$ cat src/rtl/isc_pkg.sv
// Package: shared encodings for the interrupt status controller.
// Assumes the mode inputs arrive as plain 2-bit codes from their owners.
package isc_pkg;

    typedef enum logic [1:0] {
        SM_STANDBY  = 2'b00,
        SM_NORMAL   = 2'b01,
        SM_SLEEP    = 2'b10,
        SM_OVERTEMP = 2'b11
    } sys_mode_e;

    typedef enum logic [1:0] {
        WDM_WINDOW   = 2'b00,
        WDM_TIMEOUT  = 2'b01,
        WDM_DISABLED = 2'b10
    } wd_mode_e;

    // True for the modes in which the cyclic source may be armed
    function automatic logic mode_allows_cyclic(input sys_mode_e m);
        return (m == SM_STANDBY) || (m == SM_NORMAL);
    endfunction

endpackage

$ cat src/rtl/isc_status_bit.sv
// Module: one write-1-to-clear status bit.
// What it does: a set pulse forces the bit to 1, a clear request forces it
// to 0, and a set takes priority over a clear in the same cycle.
// Assumes: set and clr are synchronous to clk.
module isc_status_bit (
    input  logic clk,
    input  logic rst_n,
    input  logic set,
    input  logic clr,
    output logic q
);

    // Status flop: the set has priority, then the clear, else hold
    always_ff @(posedge clk) begin
        if (!rst_n)   q <= 1'b0;
        else if (set) q <= 1'b1;
        else if (clr) q <= 1'b0;
    end

    AST_SET_WINS:  assert property (@(posedge clk) disable iff (!rst_n) set |=> q);
    AST_CLEAR_ONE: assert property (@(posedge clk) disable iff (!rst_n) (clr && !set) |=> !q);
    AST_HOLD_BIT:  assert property (@(posedge clk) disable iff (!rst_n) (!set && !clr) |=> $stable(q));

endmodule

$ cat src/rtl/isc_wake_pending.sv
// Module: pending-wake flag of one CAN or LIN channel.
// What it does: a wake event sets the flag. The flag is dropped only on
// entry into Normal mode with the channel's standby control bit at 0.
// Status-bit clears never reach this flag.
// Assumes: normal_entry is high for exactly the first Normal cycle.
module isc_wake_pending (
    input  logic clk,
    input  logic rst_n,
    input  logic wake_evt,
    input  logic normal_entry,
    input  logic stby_bit,
    output logic pend
);

    logic drop;
    assign drop = normal_entry && !stby_bit;

    // Pending flop: a new wake wins over a Normal-entry drop
    always_ff @(posedge clk) begin
        if (!rst_n)        pend <= 1'b0;
        else if (wake_evt) pend <= 1'b1;
        else if (drop)     pend <= 1'b0;
    end

    AST_PEND_KEEP: assert property (@(posedge clk) disable iff (!rst_n)
        (pend && !(normal_entry && !stby_bit)) |=> pend);
    AST_PEND_DROP: assert property (@(posedge clk) disable iff (!rst_n)
        (normal_entry && !stby_bit && !wake_evt) |=> !pend);

endmodule

$ cat src/rtl/isc_cyclic_ctrl.sv
// Module: arming logic of the watchdog cyclic interrupt.
// What it does: arms when the watchdog moves into timeout while the system
// is in Standby or Normal and the watchdog-off input is low. Disarms when
// the watchdog-off input is high or the watchdog leaves timeout. Passes
// overflow pulses on as cyclic set pulses while armed.
// Assumes: wd_overflow is a single-cycle pulse from the watchdog counter.
module isc_cyclic_ctrl
    import isc_pkg::*;
(
    input  logic      clk,
    input  logic      rst_n,
    input  sys_mode_e sys_mode,
    input  wd_mode_e  wd_mode,
    input  logic      wd_off,
    input  logic      wd_overflow,
    output logic      ci_set
);

    wd_mode_e wd_prev;
    logic     ci_armed;
    logic     in_timeout;
    logic     timeout_entry;

    assign in_timeout    = (wd_mode == WDM_TIMEOUT);
    assign timeout_entry = in_timeout && (wd_prev != WDM_TIMEOUT);

    // Remember the previous watchdog mode to find the entry into timeout
    always_ff @(posedge clk) begin
        if (!rst_n) wd_prev <= WDM_WINDOW;
        else        wd_prev <= wd_mode;
    end

    // Arm flop: cleared by wd_off or leaving timeout, set on a qualifying entry
    always_ff @(posedge clk) begin
        if (!rst_n)
            ci_armed <= 1'b0;
        else if (wd_off || !in_timeout)
            ci_armed <= 1'b0;
        else if (timeout_entry && mode_allows_cyclic(sys_mode))
            ci_armed <= 1'b1;
    end

    // Forward an overflow only while armed and still in timeout
    always_comb ci_set = wd_overflow && ci_armed && in_timeout;

    AST_CI_OFF_BLOCK: assert property (@(posedge clk) disable iff (!rst_n) wd_off |=> !ci_armed);
    AST_CI_LEAVE:     assert property (@(posedge clk) disable iff (!rst_n) !in_timeout |=> !ci_armed);
    AST_CI_SLEEP:     assert property (@(posedge clk) disable iff (!rst_n)
        (!ci_armed && !mode_allows_cyclic(sys_mode)) |=> !ci_armed);

endmodule

$ cat src/rtl/isc_irq_ctrl.sv
// Module: top of the wake-aware interrupt status controller.
// What it does: collects wake, local-wake and cyclic events into
// write-1-to-clear status bits. It keeps pending-wake flags for CAN and LIN
// and drives the open-drain enable of the interrupt line.
// Assumes: event inputs are single-cycle pulses already synchronised to clk.
module isc_irq_ctrl
    import isc_pkg::*;
#(
    parameter int NUM_LIN   = 2,
    parameter int NUM_LOCAL = 2
) (
    input  logic                           clk,
    input  logic                           rst_n,
    input  logic [1:0]                     sys_mode,
    input  logic                           stby_can,
    input  logic [NUM_LIN-1:0]             stby_lin,
    input  logic                           can_wake_evt,
    input  logic [NUM_LIN-1:0]             lin_wake_evt,
    input  logic [NUM_LOCAL-1:0]           local_wake_evt,
    input  logic [1:0]                     wd_mode,
    input  logic                           wd_off,
    input  logic                           wd_overflow,
    input  logic                           reg_wr,
    input  logic [NUM_LIN+NUM_LOCAL+1:0]   reg_wdata,
    output logic [NUM_LIN+NUM_LOCAL+1:0]   reg_rdata,
    output logic [NUM_LIN:0]               wake_pending,
    output logic                           irq_pull_low
);

    localparam int STAT_W = NUM_LIN + NUM_LOCAL + 2;
    localparam int PEND_W = NUM_LIN + 1;

    sys_mode_e         mode_now;
    sys_mode_e         mode_prev;
    logic              normal_entry;
    logic              ci_set;
    logic [STAT_W-1:0] evt_vec;
    logic [STAT_W-1:0] clr_vec;
    logic [STAT_W-1:0] status;
    logic [PEND_W-1:0] stby_vec;

    assign mode_now = sys_mode_e'(sys_mode);

    // Track the previous system mode to find the first Normal cycle
    always_ff @(posedge clk) begin
        if (!rst_n) mode_prev <= SM_STANDBY;
        else        mode_prev <= mode_now;
    end

    assign normal_entry = (mode_now == SM_NORMAL) && (mode_prev != SM_NORMAL);

    // Gather set pulses and clear requests in register bit order
    always_comb begin
        evt_vec  = {ci_set, local_wake_evt, lin_wake_evt, can_wake_evt};
        clr_vec  = reg_wr ? reg_wdata : '0;
        stby_vec = {stby_lin, stby_can};
    end

    isc_cyclic_ctrl u_cyclic (
        .clk         (clk),
        .rst_n       (rst_n),
        .sys_mode    (mode_now),
        .wd_mode     (wd_mode_e'(wd_mode)),
        .wd_off      (wd_off),
        .wd_overflow (wd_overflow),
        .ci_set      (ci_set)
    );

    for (genvar i = 0; i < STAT_W; i++) begin : g_stat
        isc_status_bit u_bit (
            .clk   (clk),
            .rst_n (rst_n),
            .set   (evt_vec[i]),
            .clr   (clr_vec[i]),
            .q     (status[i])
        );
    end

    for (genvar j = 0; j < PEND_W; j++) begin : g_pend
        isc_wake_pending u_pend (
            .clk          (clk),
            .rst_n        (rst_n),
            .wake_evt     (evt_vec[j]),
            .normal_entry (normal_entry),
            .stby_bit     (stby_vec[j]),
            .pend         (wake_pending[j])
        );
    end

    // Register read path and open-drain enable of the interrupt line
    always_comb begin
        reg_rdata    = status;
        irq_pull_low = |status;
    end

    AST_IRQ_ON_EVENT: assert property (@(posedge clk) disable iff (!rst_n) (|evt_vec) |=> irq_pull_low);
    AST_IRQ_RELEASE:  assert property (@(posedge clk) disable iff (!rst_n)
        ((evt_vec == '0) && reg_wr && (&reg_wdata)) |=> !irq_pull_low);

endmodule

$ cat config.mk
export PLATFORM = sky130hd
export DESIGN_NAME = isc_irq_ctrl
export DESIGN_NICKNAME = d
export VERILOG_FILES = /design/src/rtl/isc_pkg.sv /design/src/rtl/isc_status_bit.sv /design/src/rtl/isc_wake_pending.sv /design/src/rtl/isc_cyclic_ctrl.sv /design/src/rtl/isc_irq_ctrl.sv
export SDC_FILE = /design/constraint.sdc
export NUM_CORES = 1
export LEC_CHECK = 0
export ABC_CLOCK_PERIOD_IN_PS = 960
export CAP_MARGIN = 20
export CORE_MARGIN = 5
export CORE_UTILIZATION = 33
export DETAILED_ROUTE_END_ITERATION = 8
export PLACE_DENSITY = 0.73
export SYNTH_ARGS = -nofsm -noshare
export SYNTH_HDL_FRONTEND = slang
export SYNTH_SLANG_ARGS = --single-unit
$ cat constraint.sdc
create_clock -name clk -period 0.96 [get_ports clk]
set_clock_uncertainty 0.15 [all_clocks]
set_input_delay 0.192 -clock clk [delete_from_list [all_inputs] [get_ports clk]]
set_output_delay 0.192 -clock clk [all_outputs]
set_load 0.02 [all_outputs]
# After elaboration in Yosys (flattened, before gate mapping)
# Index checks and enable logic that the tools add are counted.
[op_classes] addsub=0 multipliers=0 n_div=0 order_cmp=0 n_eq_ne=4 n_shift=0 muxes=19 n_bitwise=1 reduce_logical=26
[ops] cell="two-way mux 1 bit" count=18
[ops] cell="nonzero test 2 bit" count=9
[ops] cell="logical AND 1 bit" count=8
[ops] cell="two-way mux 6 bit" count=1
[ops] cell="OR reduction 6 bit" count=1
[ops] cell="equality test 2 x 1 -> 1 bit, second input constant" count=2
[ops] cell="logical NOT 1 bit" count=4
[ops] cell="inequality test 2 x 1 -> 1 bit, second input constant" count=2
[ops] cell="logical NOT 2 bit" count=1
[ops] cell="logical OR 1 bit" count=2
[ops] cell="OR reduction 2 bit" count=1
[ops] cell="inverter 1 bit" count=1
[totals] register_bits=14 latchBits=0 ramBits=0 romBits=0 in_bits=23 n_memories=0

# Longest topological paths before layout
[logic_depth] depth_word=5 mapped_depth=3 ltp_nobuf=3

# Modules after synthesis
# A second synthesis with hierarchy kept.
[hier_totals] cells_unflattened=55 hier_area_um2=603.1
[by_module_without_submodules] mod="isc_status_bit" n_inst=6 cells_per_inst=3 area_per_inst_um2=41.3 seq_area_each_um2=20.0
[by_module_without_submodules] mod="isc_wake_pending" n_inst=3 cells_per_inst=4 area_per_inst_um2=41.3 seq_area_each_um2=20.0
[by_module_without_submodules] mod="isc_irq_ctrl" n_inst=1 cells_per_inst=15 area_per_inst_um2=117.6 seq_area_each_um2=40.0
[by_module_without_submodules] mod="isc_cyclic_ctrl" n_inst=1 cells_per_inst=10 area_per_inst_um2=113.9 seq_area_each_um2=60.1

# Worst setup path before layout
# OpenSTA, ideal clock, no wires.
[synth_path] path_kind="reg2out" from="reg g_stat[0].u_bit.q" to="out irq_pull_low" arrival_time_ps=728 t_required_ps=618 slack_ps=-110 path_stages_with_launch=3 path_buffers=0 path_cell_list="dfxtp_1 > nor4_1 > nand2_1"
[synth_via] elab_chain_len=1
[synth_rtl] item="start, declared" line="isc_status_bit.sv:10" text="output logic q"
[synth_rtl] item="start signal, assigned" line="isc_status_bit.sv:15" text="if (!rst_n) q <= 1'b0;"
[synth_rtl] item="start signal, assigned" line="isc_status_bit.sv:16" text="else if (set) q <= 1'b1;"
[synth_rtl] item="start signal, assigned" line="isc_status_bit.sv:17" text="else if (clr) q <= 1'b0;"
[synth_rtl] item="OR reduction 6 bit" line="isc_irq_ctrl.sv:93" text="irq_pull_low = |status;"
[synth_rtl] item="end, declared" line="isc_irq_ctrl.sv:27" text="output logic irq_pull_low"
# No other way between the ends.

# Final worst setup path
# Same ends and word-level chain as after synthesis.

==> impl_metrics.py <==
metrics = {
    "global_route": {
        "grt_pass1_vias": 543,
        "antenna_found_initial": 0,
        "grt_pass1_wl_um": 2370,
        "overflow": 0,
        "grt_max_degree": 9,
        "grtUsageTotal_pct": 11.6,
    },
    "route": {
        "drt_first_pass_iters": 2,
        "drt-total-wl_um": 1510,
        "wl_per_cell_um": 12.1,
        "drt_iter0_drc": 7,
        "drt-vias-per-instance": 4.34,
        "dr_total_vias": 542,
        "postRouteAntennaNets": 0,
        "drcViolationCount": 0,
    },
    "synthesis": {
        "yosysSeqAreaShare_pct": 46.9,
        "synth_area_per_cell_um2": 9.20,
        "synth_warnings": 0,
        "yosys-top-cells-area": "dfxtp_1 (47%), buf_4 (11%), a21oi_1 (7.5%)",
        "syn_area_um2": 598,
        "postSynthRegisterBits": 14,
        "yosysTopAreaCellShare_pct": 46.9,
        "synth_cell_types": 18,
        "synth_fp_nets": 88,
        "synth_top_area_cell": "dfxtp_1",
        "syn_inst": 65,
    },
    "placement": {
        "portBuffers": 32,
        "place_congestion": 0.628,
        "dp_hpwl_um": 1060,
    },
    "die": {
        "initial_core_util_pct": 34.6,
        "fp.dieW_um": 52.6,
        "fp.dieH_um": 52.6,
        "num_io_pins": 33,
        "coreArea_um2": 1730,
        "die_area_um2": 2760,
        "core.rowCount": 15,
    },
    "timing": {
        "timing.final.crit_share_pct": 153,
        "slew_violations": 0,
        "relSlewSlack_pct": 84.7,
        "max_slew.worst_pin.slew_ps": 230,
        "finalWorstSetupSlack_ps": -504,
        "rsz0062_at_grt": "yes",
        "fmax_mhz": 683,
        "setup_violations": 15,
        "finalHoldWorstSlack_ps": 97.3,
        "min_period_ps": 1460,
        "hold_violations": 0,
    },
    "worst_setup_path": {
        "crit_type": "reg -> out",
        "endpoint_kind": "output port",
        "worstPathArrival_ps": 1120,
        "worstPathRequired_ps": 620,
        "cp-start-kind": "register",
        "cp_max_fo": 2,
        "r2r_setup_slack_ps": -60,
    },
    "pwr": {
        "clkPwrFrac_pct": 29.8,
        "power.density_nw_per_um2": 1320,
        "pwr-share-comb_pct": 23.7,
        "leakagePower_nw": 0.454,
        "intPower_mw": 1.05,
        "power_switching_mw": 0.328,
        "p_seq_share_pct": 46.5,
        "sw_frac_of_total_pct": 23.7,
        "ir_drop_mv": 0.632,
    },
    "finish": {
        "area_delta_synth_final_pct": 75.5,
        "fillers": 157,
        "nNetsFinal": 124,
        "n_antenna_cell": 0,
        "final_core_util_pct": 60.8,
        "layout-drive-gt1-share_pct": 40.0,
    },
    "status": {
        "status": "complete, but fails checks",
        "violations": "setup timing",
    },
    "cts": {
        "htree_levels": 1,
        "clock_sinks": 14,
        "numCtsBuffers": 3,
        "cts_tree": "done",
        "clock_latency_ps": 270,
        "cts_hold_buf": 0,
        "clockBufferDepth": 2,
        "clk_pin_slew_ps": 90,
        "ctsRootBufferMaster": "clkbuf_4",
    },
    "run": {
        "drv_cap": 0,
    },
    "worst_hold_path": {
        "hold_class": "in -> reg",
    },
}
==> metrics by stage <==
stage          cell area [um^2]  TNS [ps]  std cells  setup WS, ps  power [mW]
2_1_floorplan               598      -109         65          -109       0.781
3_3_place_gp                916     -8070        118          -552       0.925
6_report                   1050     -2120        125          -504        1.38
3_5_place_dp                916     -8120        118          -551       0.929
4_1_cts                    1010     -2190        124          -469        1.37
5_1_grt                    1050     -2630        125          -563        1.45
==> layout make-up <==
cell class | count | area [um^2] | area share (%)
inverter | 1 | 3.75 | 0.358
clock buffer | 4 | 36.3 | 3.46
sequential | 14 | 292 | 27.8
multi-input combinational | 40 | 260 | 24.8
timing repair buffer | 41 | 427 | 40.6
tap | 25 | 31.3 | 2.98
==> final timing paths <==
path,from,to,depth (start not counted)
max,g_stat[0].u_bit.q$_SDFFE_PN0P_,irq_pull_low,3
min,rst_n,g_stat[5].u_bit.q$_SDFFE_PN0P_,2
max reg2reg,mode_prev[0]$_SDFF_PN0_,g_pend[2].u_pend.pend$_SDFFE_PN0P_,3
min reg2reg,u_cyclic.ci_armed$_SDFFE_PP0P_,u_cyclic.ci_armed$_SDFFE_PP0P_,1
==> worst max-delay path, stage by stage (launching register included) <==
cell and delay (ps):
dfxtp_2 340, nor4_2 260, nand2_1 100, buf_6 140
==> flip-flops by register name (all words and copies together), names as in the netlist <==
| name | count |
|---|---|
| g_pend.u_pend.pend | 3 |
| g_stat.u_bit.q | 6 |
| mode_prev | 2 |
| u_cyclic.ci_armed | 1 |
| u_cyclic.wd_prev | 2 |
==> kinds of logic after synthesis <==
logic type	synth area share, %
simple gates	25.7
flops	46.9
compound gates	13.6
buf+inv	13.8
==> cells in the final DEF, fill, tap and decap left out, types with 2 or more instances in the layout <==
cell / count
dfxtp_2: 9
nor2b_1: 5
nand2_1: 8
clkbuf_4: 3
and2_1: 3
clkdlybuf4s50_1: 19
a21oi_2: 2
buf_6: 17
a21oi_1: 6
buf_4: 2
o21ai_1: 2
dlygate4sd2_1: 2
nor2_1: 5
dfxtp_1: 5
==> metal layers <==
metal	GRT usage [%]	share of wire [%]	wire (um)
met1	12.4	42	635
met2	21.3	50	748
met3	3.70	8.2	124
met4	3.83	0	0
met5	0	0	0
==> power by group through the flow <==
stage,Sequential (mW),Clock [mW],Combinational (mW)
final,0.643,0.412,0.328
after global routing,0.648,0.446,0.351
after floorplan,0.644,0,0.137
after detailed placement,0.645,0,0.283
after global placement,0.644,0,0.281
after CTS,0.642,0.420,0.308
==> synthesized netlist by cell type <==
cell and number:
nor4_1 1, dfxtp_1 14, a21oi_1 9, nor2_1 5, inv_1 1, and2_2 1, nor2b_4 1, buf_6 1
buf_4 9, nand4b_1 1, nor2b_1 5, o21ai_2 1, o21ai_1 2, and2_1 3, a21boi_0 1, o211a_1 1
nand2_1 8, nor3b_4 1
==> timing repair <==
item,4_1_cts,5_1_grt
gates resized for setup,77,10
setup endpoints to repair,20,20
pin swaps,3,5
setup buffers,2,3
Note: power is estimated with default switching activity, not from simulation.
